[config.mk]
export PLATFORM = sky130hd
export DESIGN_NAME = elastic_buf2
export DESIGN_NICKNAME = d
export VERILOG_FILES = /design/src/rtl/eb2_pkg.sv /design/src/rtl/eb2_index.sv /design/src/rtl/eb2_slots.sv /design/src/rtl/eb2_chan_mon.sv /design/src/rtl/elastic_buf2.sv
export SDC_FILE = /design/constraint.sdc
export NUM_CORES = 1
export LEC_CHECK = 0
export BUFFER_PORTS_ARGS = -buffer_cell sky130_fd_sc_hd__clkbuf_2
export CELL_PAD_IN_SITES_DETAIL_PLACEMENT = 0
export CELL_PAD_IN_SITES_GLOBAL_PLACEMENT = 1
export CORE_MARGIN = 2
export CORE_UTILIZATION = 44
export DETAILED_ROUTE_END_ITERATION = 8
export PLACE_DENSITY = 0.82
export SYNTH_ARGS = -nofsm -noshare
export SYNTH_HDL_FRONTEND = slang
export SYNTH_SLANG_ARGS = --single-unit
[constraint.sdc]
create_clock -name clk -period 2.35 [get_ports clk]
set_clock_uncertainty 0.05 [all_clocks]
set_input_delay 0.47 -clock clk [delete_from_list [all_inputs] [get_ports clk]]
set_output_delay 0.47 -clock clk [all_outputs]
set_load 0.02 [all_outputs]
[src/rtl/eb2_pkg.sv]
package eb2_pkg;

    localparam int SLOTS = 2;
    localparam int IDX_W = (SLOTS > 1) ? $clog2(SLOTS) : 1;

    typedef enum logic [1:0] {
        CH_IDLE  = 2'd0,
        CH_XFER  = 2'd1,
        CH_RETRY = 2'd2
    } ch_state_e;

    typedef struct packed {
        logic push;
        logic pop;
    } hs_t;

    function automatic ch_state_e classify(input logic v, input logic s);
        if (!v)
            return CH_IDLE;
        return s ? CH_RETRY : CH_XFER;
    endfunction

    function automatic logic [IDX_W-1:0] idx_next(input logic [IDX_W-1:0] i);
        if (i == IDX_W'(SLOTS - 1))
            return '0;
        return i + IDX_W'(1);
    endfunction

endpackage

[src/rtl/eb2_index.sv]
module eb2_index
    import eb2_pkg::*;
(
    input  logic             clk,
    input  logic             rst,
    input  hs_t              hs,
    output logic [IDX_W-1:0] wr_idx,
    output logic [IDX_W-1:0] rd_idx
);

    always_ff @(posedge clk) begin
        if (rst) begin
            wr_idx <= '0;
            rd_idx <= '0;
        end else begin
            if (hs.push)
                wr_idx <= idx_next(wr_idx);
            if (hs.pop)
                rd_idx <= idx_next(rd_idx);
        end
    end

endmodule

[src/rtl/eb2_slots.sv]
module eb2_slots
    import eb2_pkg::*;
#(
    parameter int DATA_W = 8
) (
    input  logic              clk,
    input  logic              rst,
    input  hs_t               hs,
    input  logic [IDX_W-1:0]  wr_idx,
    input  logic [IDX_W-1:0]  rd_idx,
    input  logic [DATA_W-1:0] wdata,
    output logic [SLOTS-1:0]  occ,
    output logic [DATA_W-1:0] rdata
);

    logic [DATA_W-1:0] slot_q [SLOTS];

    for (genvar g = 0; g < SLOTS; g++) begin : g_slot
        localparam logic [IDX_W-1:0] MY_IDX = IDX_W'(g);
        logic wr_here;
        logic rd_here;
        assign wr_here = hs.push && (wr_idx == MY_IDX);
        assign rd_here = hs.pop  && (rd_idx == MY_IDX);

        always_ff @(posedge clk) begin
            if (rst) begin
                slot_q[g] <= '0;
                occ[g]    <= 1'b0;
            end else begin
                if (wr_here)
                    slot_q[g] <= wdata;
                if (wr_here)
                    occ[g] <= 1'b1;
                else if (rd_here)
                    occ[g] <= 1'b0;
            end
        end
    end

    assign rdata = slot_q[rd_idx];

endmodule

[src/rtl/eb2_chan_mon.sv]
module eb2_chan_mon
    import eb2_pkg::*;
(
    input  logic      clk,
    input  logic      rst,
    input  logic      valid,
    input  logic      stop,
    output ch_state_e state
);

    always_ff @(posedge clk) begin
        if (rst)
            state <= CH_IDLE;
        else
            state <= classify(valid, stop);
    end

endmodule

[src/rtl/elastic_buf2.sv]
module elastic_buf2
    import eb2_pkg::*;
#(
    parameter int DATA_W = 8
) (
    input  logic              clk,
    input  logic              rst,
    input  logic              up_valid,
    input  logic [DATA_W-1:0] up_data,
    output logic              up_stop,
    output logic              dn_valid,
    output logic [DATA_W-1:0] dn_data,
    input  logic              dn_stop,
    output logic [1:0]        chan_state
);

    hs_t              hs;
    logic [IDX_W-1:0] wr_idx;
    logic [IDX_W-1:0] rd_idx;
    logic [SLOTS-1:0] occ;
    ch_state_e        mon_state;

    // backpressure depends only on held state, never on dn_stop
    assign up_stop  = &occ;
    assign dn_valid = |occ;
    assign hs.push  = up_valid && !up_stop;
    assign hs.pop   = dn_valid && !dn_stop;

    eb2_index u_idx (
        .clk    (clk),
        .rst    (rst),
        .hs     (hs),
        .wr_idx (wr_idx),
        .rd_idx (rd_idx)
    );

    eb2_slots #(.DATA_W(DATA_W)) u_slots (
        .clk    (clk),
        .rst    (rst),
        .hs     (hs),
        .wr_idx (wr_idx),
        .rd_idx (rd_idx),
        .wdata  (up_data),
        .occ    (occ),
        .rdata  (dn_data)
    );

    eb2_chan_mon u_mon (
        .clk   (clk),
        .rst   (rst),
        .valid (dn_valid),
        .stop  (dn_stop),
        .state (mon_state)
    );

    assign chan_state = mon_state;

endmodule

After elaboration in Yosys (flattened, before gate mapping)
Memories as Yosys holds them, arrays and structs flattened. A register that Yosys moved wholly into a read port is not among the register bits.
Index checks and enable logic that the tools add are counted.
- register bits after elaboration: 6
- RAM bits: 16
- input port bits: 12
- output and inout bits: 12
- logic and storage cells: 55
- memories kept: 1
- memories (memory ; depth ; width ; rd ports ; clocked after Yosys merged registers in ; write ports ; line ; RTL):
    u_slots.slot_q ; 2 ; 8 ; 1 ; 1 ; 2 ; eb2_slots.sv:16 ; logic [DATA_W-1:0] slot_q [SLOTS];
- $add $sub $neg: 2
- muxes and demuxes: 31
- bitwise logic cells: 4
- reduce and logical (&&, ||, !) cells: 12
- operators by type and width (kind ; number):
    two-way mux 1 bit ; 26
    two-way mux 8 bit ; 2
    logical AND 1 bit ; 6
    two-way mux 2 bit ; 3
    nonzero test 2 bit ; 2
    adder 1 bit, second input constant ; 2
    logical NOT 1 bit ; 2
    NOT 1 bit ; 2
    bitwise OR 1 bit ; 2
    AND reduction 2 bit ; 1
    OR reduction 2 bit ; 1

Longest topological paths before layout
Gate-level depths: netlist (run 1).
- depth after elaboration: 8
- mapped depth: 4
- gate-level depth less buffers: 2

Cells and area by module
From an unflattened synthesis (run 1), not the netlist that was laid out.
- cells, all modules: 76
- area total of the unflattened synthesis: 996.0 µm²
- by module, submodules not included (module ; instances ; cells an instance ; area each (µm²) ; sequential area each (µm²)):
    eb2_slots ; 1 ; 62 ; 838.3 ; 520.5
    eb2_index ; 1 ; 6 ; 65.1 ; 40.0
    eb2_chan_mon ; 1 ; 4 ; 61.3 ; 40.0
    elastic_buf2 ; 1 ; 4 ; 31.3 ; 0.0

Worst setup path after synthesis (run 1)
OpenSTA, ideal clock, no wires.
- path type: in2reg
- start: input up_valid
- end: memory u_slots.slot_q[0][0] (enable)
- library setup time: 0.375 ns
- data arrival time: 1.302 ns
- data required time: 1.925 ns
- setup slack: 0.623 ns
- stages: 3
- path through: a21bo_1 -> buf_4 -> o21bai_1
- RTL lines (element ; line ; RTL):
    start: declaration ; elastic_buf2.sv:8 ; input logic up_valid,
    end: declaration ; eb2_slots.sv:16 ;

==> results of run 1 <==
cells in the final DEF (no fill, tap or decap), types with 2 or more instances in the layout:
master	count
clkbuf_2	23
nor2b_1	2
nor4_1	8
mux2_2	10
inv_1	10
buf_4	2
nor2_1	3
edfxtp_1	16
nor3_2	8
o32ai_1	2
clkbuf_4	3
o21bai_1	3
dfxtp_1	7
area by class of cell:
type	count	area, sq um	area share, %
clock buffer	4	26.3	2.16
inverter	11	41.3	3.39
multi-input combinational	44	365	30.0
sequential	23	621	50.9
tap	28	35.0	2.87
timing repair buffer	25	130	10.7
metal layers:
metal	GRT usage [%]	up-vias
li1	-	350
met1	15.6	331
met2	22.6	10
met3	2.54	0
met4	3.85	0
met5	0	-
cells by family after synthesis:
logic type / Yosys count / share of synthesized area [%]
AO/OA/AOI/OAI: 6 / 4.64
buffers and inverters: 17 / 8.58
flip-flops: 23 / 57.5
multiplexers: 11 / 11.4
AND/OR/NAND/NOR: 27 / 17.9
through the flow:
step / std cells / utilization [%] / worst slack [ns]
final: 135 / 54.1 / 0.451
after global routing: 135 / 54.1 / 0.363
after CTS: 135 / 54.1 / 0.408
after detailed placement: 131 / 52.9 / 0.558
after global placement: 131 / 52.9 / 0.646
after floorplan: 84 / - / 0.623
report_power, final:
group / switching [mW] / internal [mW] / total (mW) / leakage, nW
registers: 0.0174 / 0.468 / 0.485 / 0.228
logic: 0.0913 / 0.0619 / 0.153 / 0.275
clock network: 0.110 / 0.0660 / 0.176 / 0.0150
critical path, stage by stage, from the launching register on:
cell	delay (ns)
dfxtp_1	0.54
mux2_2	0.38
clkbuf_2	0.15
worst paths after layout:
path / cells past startpoint / to / slack (ns) / start
worst min register to register: 2 / u_slots.occ[0]$_SDFFE_PP0P_ / 0.48 / u_slots.occ[0]$_SDFFE_PP0P_
worst min-delay path: 2 / u_mon.state[0]$_SDFF_PP0_ / 0.33 / dn_stop
worst max register to register: 2 / u_slots.slot_q[1][2]$_SDFFCE_PN0P_ / 0.62 / u_idx.wr_idx$_SDFFE_PP0N_
worst max-delay path: 2 / dn_data[4] / 0.45 / flip-flop
sequential cells by signal, indices dropped and copies added, names as in the netlist, named ones only:
signal          flops
u_idx.rd_idx        1
u_slots.slot_q     16
u_mon.state         2
u_slots.occ         2
u_idx.wr_idx        1
==> impl_metrics.py, run 1 <==
metrics = {
    "run_status": {
        "status": "completed",
    },
    "drt": {
        "drt_iter0_drc": 1,
        "viasPerCell": 5.12,
        "wl_met1_um": 734,
        "highest_layer": "met3",
        "routedWlPerCell_um": 12.4,
        "drc": 0,
        "wl_met2_um": 869,
        "vias": 691,
        "drt_pass1_iterations": 2,
        "wirelength_um": 1670,
        "wl_met3_um": 65,
        "ant_nets": 0,
    },
    "global_route": {
        "overflow": 0,
        "antenna_found_initial": 0,
        "track_usage_pct": 12.8,
        "grt_max_degree": 21,
        "grt_pass1_wl_um": 2600,
        "grt_pass1_vias": 617,
    },
    "power_and_ir_drop": {
        "vdd_ir_drop_max_mv": 0.415,
        "power_leakage_nw": 0.518,
        "powerDensity_mw_per_mm2": 668,
        "p_total_mw": 0.814,
    },
    "finish": {
        "areaGrowthSynthToFinish_pct": 13.0,
        "fillers": 221,
        "antenna_cells": 0,
        "final_area_sq_mm": 0.00122,
        "nets": 120,
        "layout-drive-gt1-share_pct": 43.0,
    },
    "sta": {
        "hold_slack_ns": 0.332,
        "finalHoldViolations": 0,
        "finalSetupViolCount": 0,
        "tns_ns": 0,
        "worstMarginPinSlew_ns": 0.735,
        "slew_viol_final": 0,
        "finalCritPeriodShare_pct": 80.8,
        "fin_crit_ns": 1.90,
        "slew_headroom_pct": 50.9,
        "fmax_ghz": 0.527,
        "rsz0062_at_grt": "false",
    },
    "synth": {
        "syn_avg_cell_area_sq_um": 12.8,
        "netlist.top_cell.by_area": "edfxtp_1",
        "netlist_instances": 84,
        "synth_sequential_area_ratio_pct": 57.5,
        "yosysMostFrequentCell": "edfxtp_1",
        "synthTopCellsByArea": "edfxtp_1 (45%), dfxtp_1 (13%), mux2_2 (10%), nor3_2 (7.4%), nor4_1 (4.6%)",
        "synthTopCellsByCount": "edfxtp_1 (16), inv_1 (10), mux2_2 (10)",
        "yosys_warnings": 0,
        "async_flop_share_pct": 0,
        "synth_top_area_share_pct": 44.5,
        "synth-edff-count": 16,
        "synthDistinctLibCells": 22,
        "syn_area_sq_mm": 0.00108,
        "synthFlopType": "edfxtp_1",
        "syn_nets": 96,
        "synth_seq_cells": 23,
    },
    "clocking": {
        "h-tree-depth": 1,
        "postCtsHoldBufs": 0,
        "root_buffer": "clkbuf_4",
        "clk_latency_ns": 0.30,
        "cts_setup_buffers": 0,
        "tritoncts": "built",
        "cts_buffers": 3,
        "cts.sinks": 23,
        "clk_pin_slew_ns": 0.12,
        "ctsResizeCount": 0,
        "cts_buffer_depth": 2,
    },
    "setup_path": {
        "cp_max_fo": 8,
        "path_class": "reg -> out",
        "crit_arrival_ns": 1.38,
        "required_ns": 1.83,
        "end_kind": "primary output",
        "start_kind": "flip-flop",
    },
    "die": {
        "rows": 17,
        "die_h_um": 53.5,
        "die_x_um": 53.5,
        "dieArea_sq_mm": 0.00286,
        "core-area_sq_mm": 0.00225,
        "start_util_pct": 47.8,
        "ioPinCount": 24,
    },
    "place": {
        "gp_congestion": 0.729,
        "hpwl_um": 1210,
        "placed_area_sq_mm": 0.00119,
        "io_buffers": 23,
    },
    "flow_run": {
        "drv_cap": 0,
    },
    "min_path": {
        "hp-class": "in -> reg",
    },
}
(Power assumes the default switching activity.)
==> run 2, diff against run 1 <==
--- a/config.mk
+++ b/config.mk
@@ -9,9 +9,9 @@
 export CELL_PAD_IN_SITES_DETAIL_PLACEMENT = 0
 export CELL_PAD_IN_SITES_GLOBAL_PLACEMENT = 1
 export CORE_MARGIN = 2
-export CORE_UTILIZATION = 44
+export CORE_UTILIZATION = 41
 export DETAILED_ROUTE_END_ITERATION = 8
-export PLACE_DENSITY = 0.82
+export PLACE_DENSITY = 0.77
 export SYNTH_ARGS = -nofsm -noshare
 export SYNTH_HDL_FRONTEND = slang
 export SYNTH_SLANG_ARGS = --single-unit
==> constraint.sdc (replaced) <==
create_clock -name clk -period 1.9 [get_ports clk]
set_clock_uncertainty 0.05 [all_clocks]
set_input_delay 0.38 -clock clk [delete_from_list [all_inputs] [get_ports clk]]
set_output_delay 0.38 -clock clk [all_outputs]
set_load 0.02 [all_outputs]
==> run 2 against run 1 <==
Compared with the run above: combinational power rose by 30%; clock-buffer cell count did not move; core utilization fell by 3.5 points; die area rose by 6.8%; non-clock buffer count rose by 4; largest power group unchanged; global-route usage fell by 0.23 points; design area rose by 2.8%; register-to-register slack got worse by 0.16 ns; setup slack got worse by 0.28 ns; highest routed layer unchanged.
==> impl_metrics.py, run 2 (synthesized netlist as in run 1, its figures left out) <==
metrics = {
    "run_status": {
        "status": "completed",
    },
    "clocking": {
        "postCtsHoldBufs": 0,
        "clk_latency_ns": 0.30,
        "clk_pin_slew_ns": 0.12,
        "h-tree-depth": 1,
        "cts_buffers": 3,
        "cts_buffer_depth": 2,
        "root_buffer": "clkbuf_4",
        "cts_setup_buffers": 0,
        "tritoncts": "built",
        "cts.sinks": 23,
    },
    "setup_path": {
        "r2r_cells": 3,
        "start_kind": "flip-flop",
        "required_ns": 1.47,
        "cp_max_fo": 8,
        "r2r_slack_ns": 0.46,
        "path_class": "reg -> out",
        "r2r_start": "u_slots.occ[0]$_SDFFE_PP0P_",
        "r2r-end": "u_slots.slot_q[1][2]$_SDFFCE_PN0P_",
        "end_kind": "primary output",
        "crit_arrival_ns": 1.30,
    },
    "place": {
        "hpwl_um": 1280,
        "gp_congestion": 0.732,
        "io_buffers": 23,
    },
    "die": {
        "die_x_um": 55.3,
        "start_util_pct": 43.5,
        "core-area_sq_mm": 0.00248,
        "die_h_um": 55.3,
        "dieArea_sq_mm": 0.00306,
        "ioPinCount": 24,
        "rows": 18,
    },
    "min_path": {
        "worstHoldEndpoint": "u_mon.state[0]$_SDFF_PP0_",
        "hold_depth": 2,
        "hold_start": "dn_stop",
        "hp-class": "in -> reg",
    },
    "finish": {
        "regMostFlops": "u_slots.slot_q",
        "final_cell_mix": "clkbuf_2 (23), edfxtp_1 (16), mux2_2 (10), inv_1 (10)",
        "nets": 124,
        "largest_reg_flops": 16,
        "areaGrowthSynthToFinish_pct": 16.1,
        "layout-drive-gt1-share_pct": 45.9,
        "top_regs": "u_slots.slot_q (16), u_mon.state (2), u_slots.occ (2)",
        "layout_commonest_cell": "clkbuf_2",
        "antenna_cells": 0,
    },
    "drt": {
        "routedWlPerCell_um": 12.2,
        "drc": 0,
        "viasPerCell": 4.91,
        "drt_iter0_drc": 4,
        "wirelength_um": 1720,
        "ant_nets": 0,
        "drt_pass1_iterations": 3,
        "vias": 692,
    },
    "global_route": {
        "grt_pass1_vias": 682,
        "track_usage_pct": 12.6,
        "grt_pass1_wl_um": 3080,
        "antenna_found_initial": 0,
        "grt_max_degree": 13,
        "overflow": 0,
    },
    "power_and_ir_drop": {
        "powerDensity_mw_per_mm2": 812,
        "power_leakage_nw": 0.538,
        "vdd_ir_drop_max_mv": 0.396,
    },
    "sta": {
        "fin_crit_ns": 1.73,
        "finalCritPeriodShare_pct": 91.0,
        "slew_viol_final": 0,
        "tns_ns": 0,
        "fmax_ghz": 0.578,
        "finalSetupViolCount": 0,
        "worstMarginPinSlew_ns": 0.508,
        "rsz0062_at_grt": "false",
        "slew_headroom_pct": 66.1,
        "hold_slack_ns": 0.235,
        "finalHoldViolations": 0,
    },
    "flow_run": {
        "drv_cap": 0,
    },
}
==> run 2: where the power goes <==
part / internal, mW / total (mW) / switching, mW
Clock: 0.0818 / 0.218 / 0.136
Sequential: 0.579 / 0.601 / 0.0222
Combinational: 0.0844 / 0.199 / 0.114
Total: 0.745 / 1.02 / 0.273
==> run 2: final cells by class <==
class | count | area [sq um]
inverters | 11 | 41.3
fillers | 252 | 1220
clock buffers | 4 | 26.3
flip-flops and latches | 23 | 622
well taps | 30 | 37.5
repair buffers | 29 | 160
multi-input cells | 44 | 365
==> run 2: how the worst max path moves through the flow <==
stage	from	to	slack, ns	depth (start not counted)
after global routing	flip-flop	dn_data[6]	0.11	2
after floorplan	up_valid	u_slots.slot_q[0][0]$_SDFFCE_PN0P_	0.26	3
after detailed placement	up_valid	u_slots.slot_q[1][5]$_SDFFCE_PN0P_	0.36	4
after global placement	up_valid	u_slots.slot_q[1][1]$_SDFFCE_PN0P_	0.37	4
final	flip-flop	dn_data[6]	0.17	2
after CTS	flip-flop	dn_data[6]	0.01	2
==> run 2: worst max-delay path, stage by stage (launching register included) <==
cell	delay, ns
dfxtp_2	0.47
mux2_2	0.37
clkbuf_2	0.16
==> run 2: repair_timing <==
item	4_1_cts	5_1_grt
setup endpoints to repair	0	8
gates resized for setup	0	1
endpoints found under the hold margin	0	0
==> run 2: metrics by stage <==
step | power [mW] | setup slack (ns) | std cells | area (sq um) | utilization (%)
6_report | 1.02 | 0.171 | 141 | 1250 | 50.6
5_1_grt | 1.07 | 0.113 | 141 | 1250 | 50.6
4_1_cts | 1.03 | 0.0114 | 141 | 1250 | 50.5
3_5_place_dp | 0.813 | 0.356 | 137 | 1220 | 49.4
3_3_place_gp | 0.809 | 0.370 | 137 | 1220 | 49.4
2_1_floorplan | 0.753 | 0.263 | 84 | 1080 | -
==> run 2: per-layer routing <==
metal | global-route usage (%) | up-vias | part of all wire [%]
li1 | - | 354 | -
met4 | 3.14 | 0 | 0
met5 | 0 | - | 0
met2 | 21.9 | 13 | 53
met3 | 2.11 | 0 | 3.5
met1 | 16.2 | 325 | 44
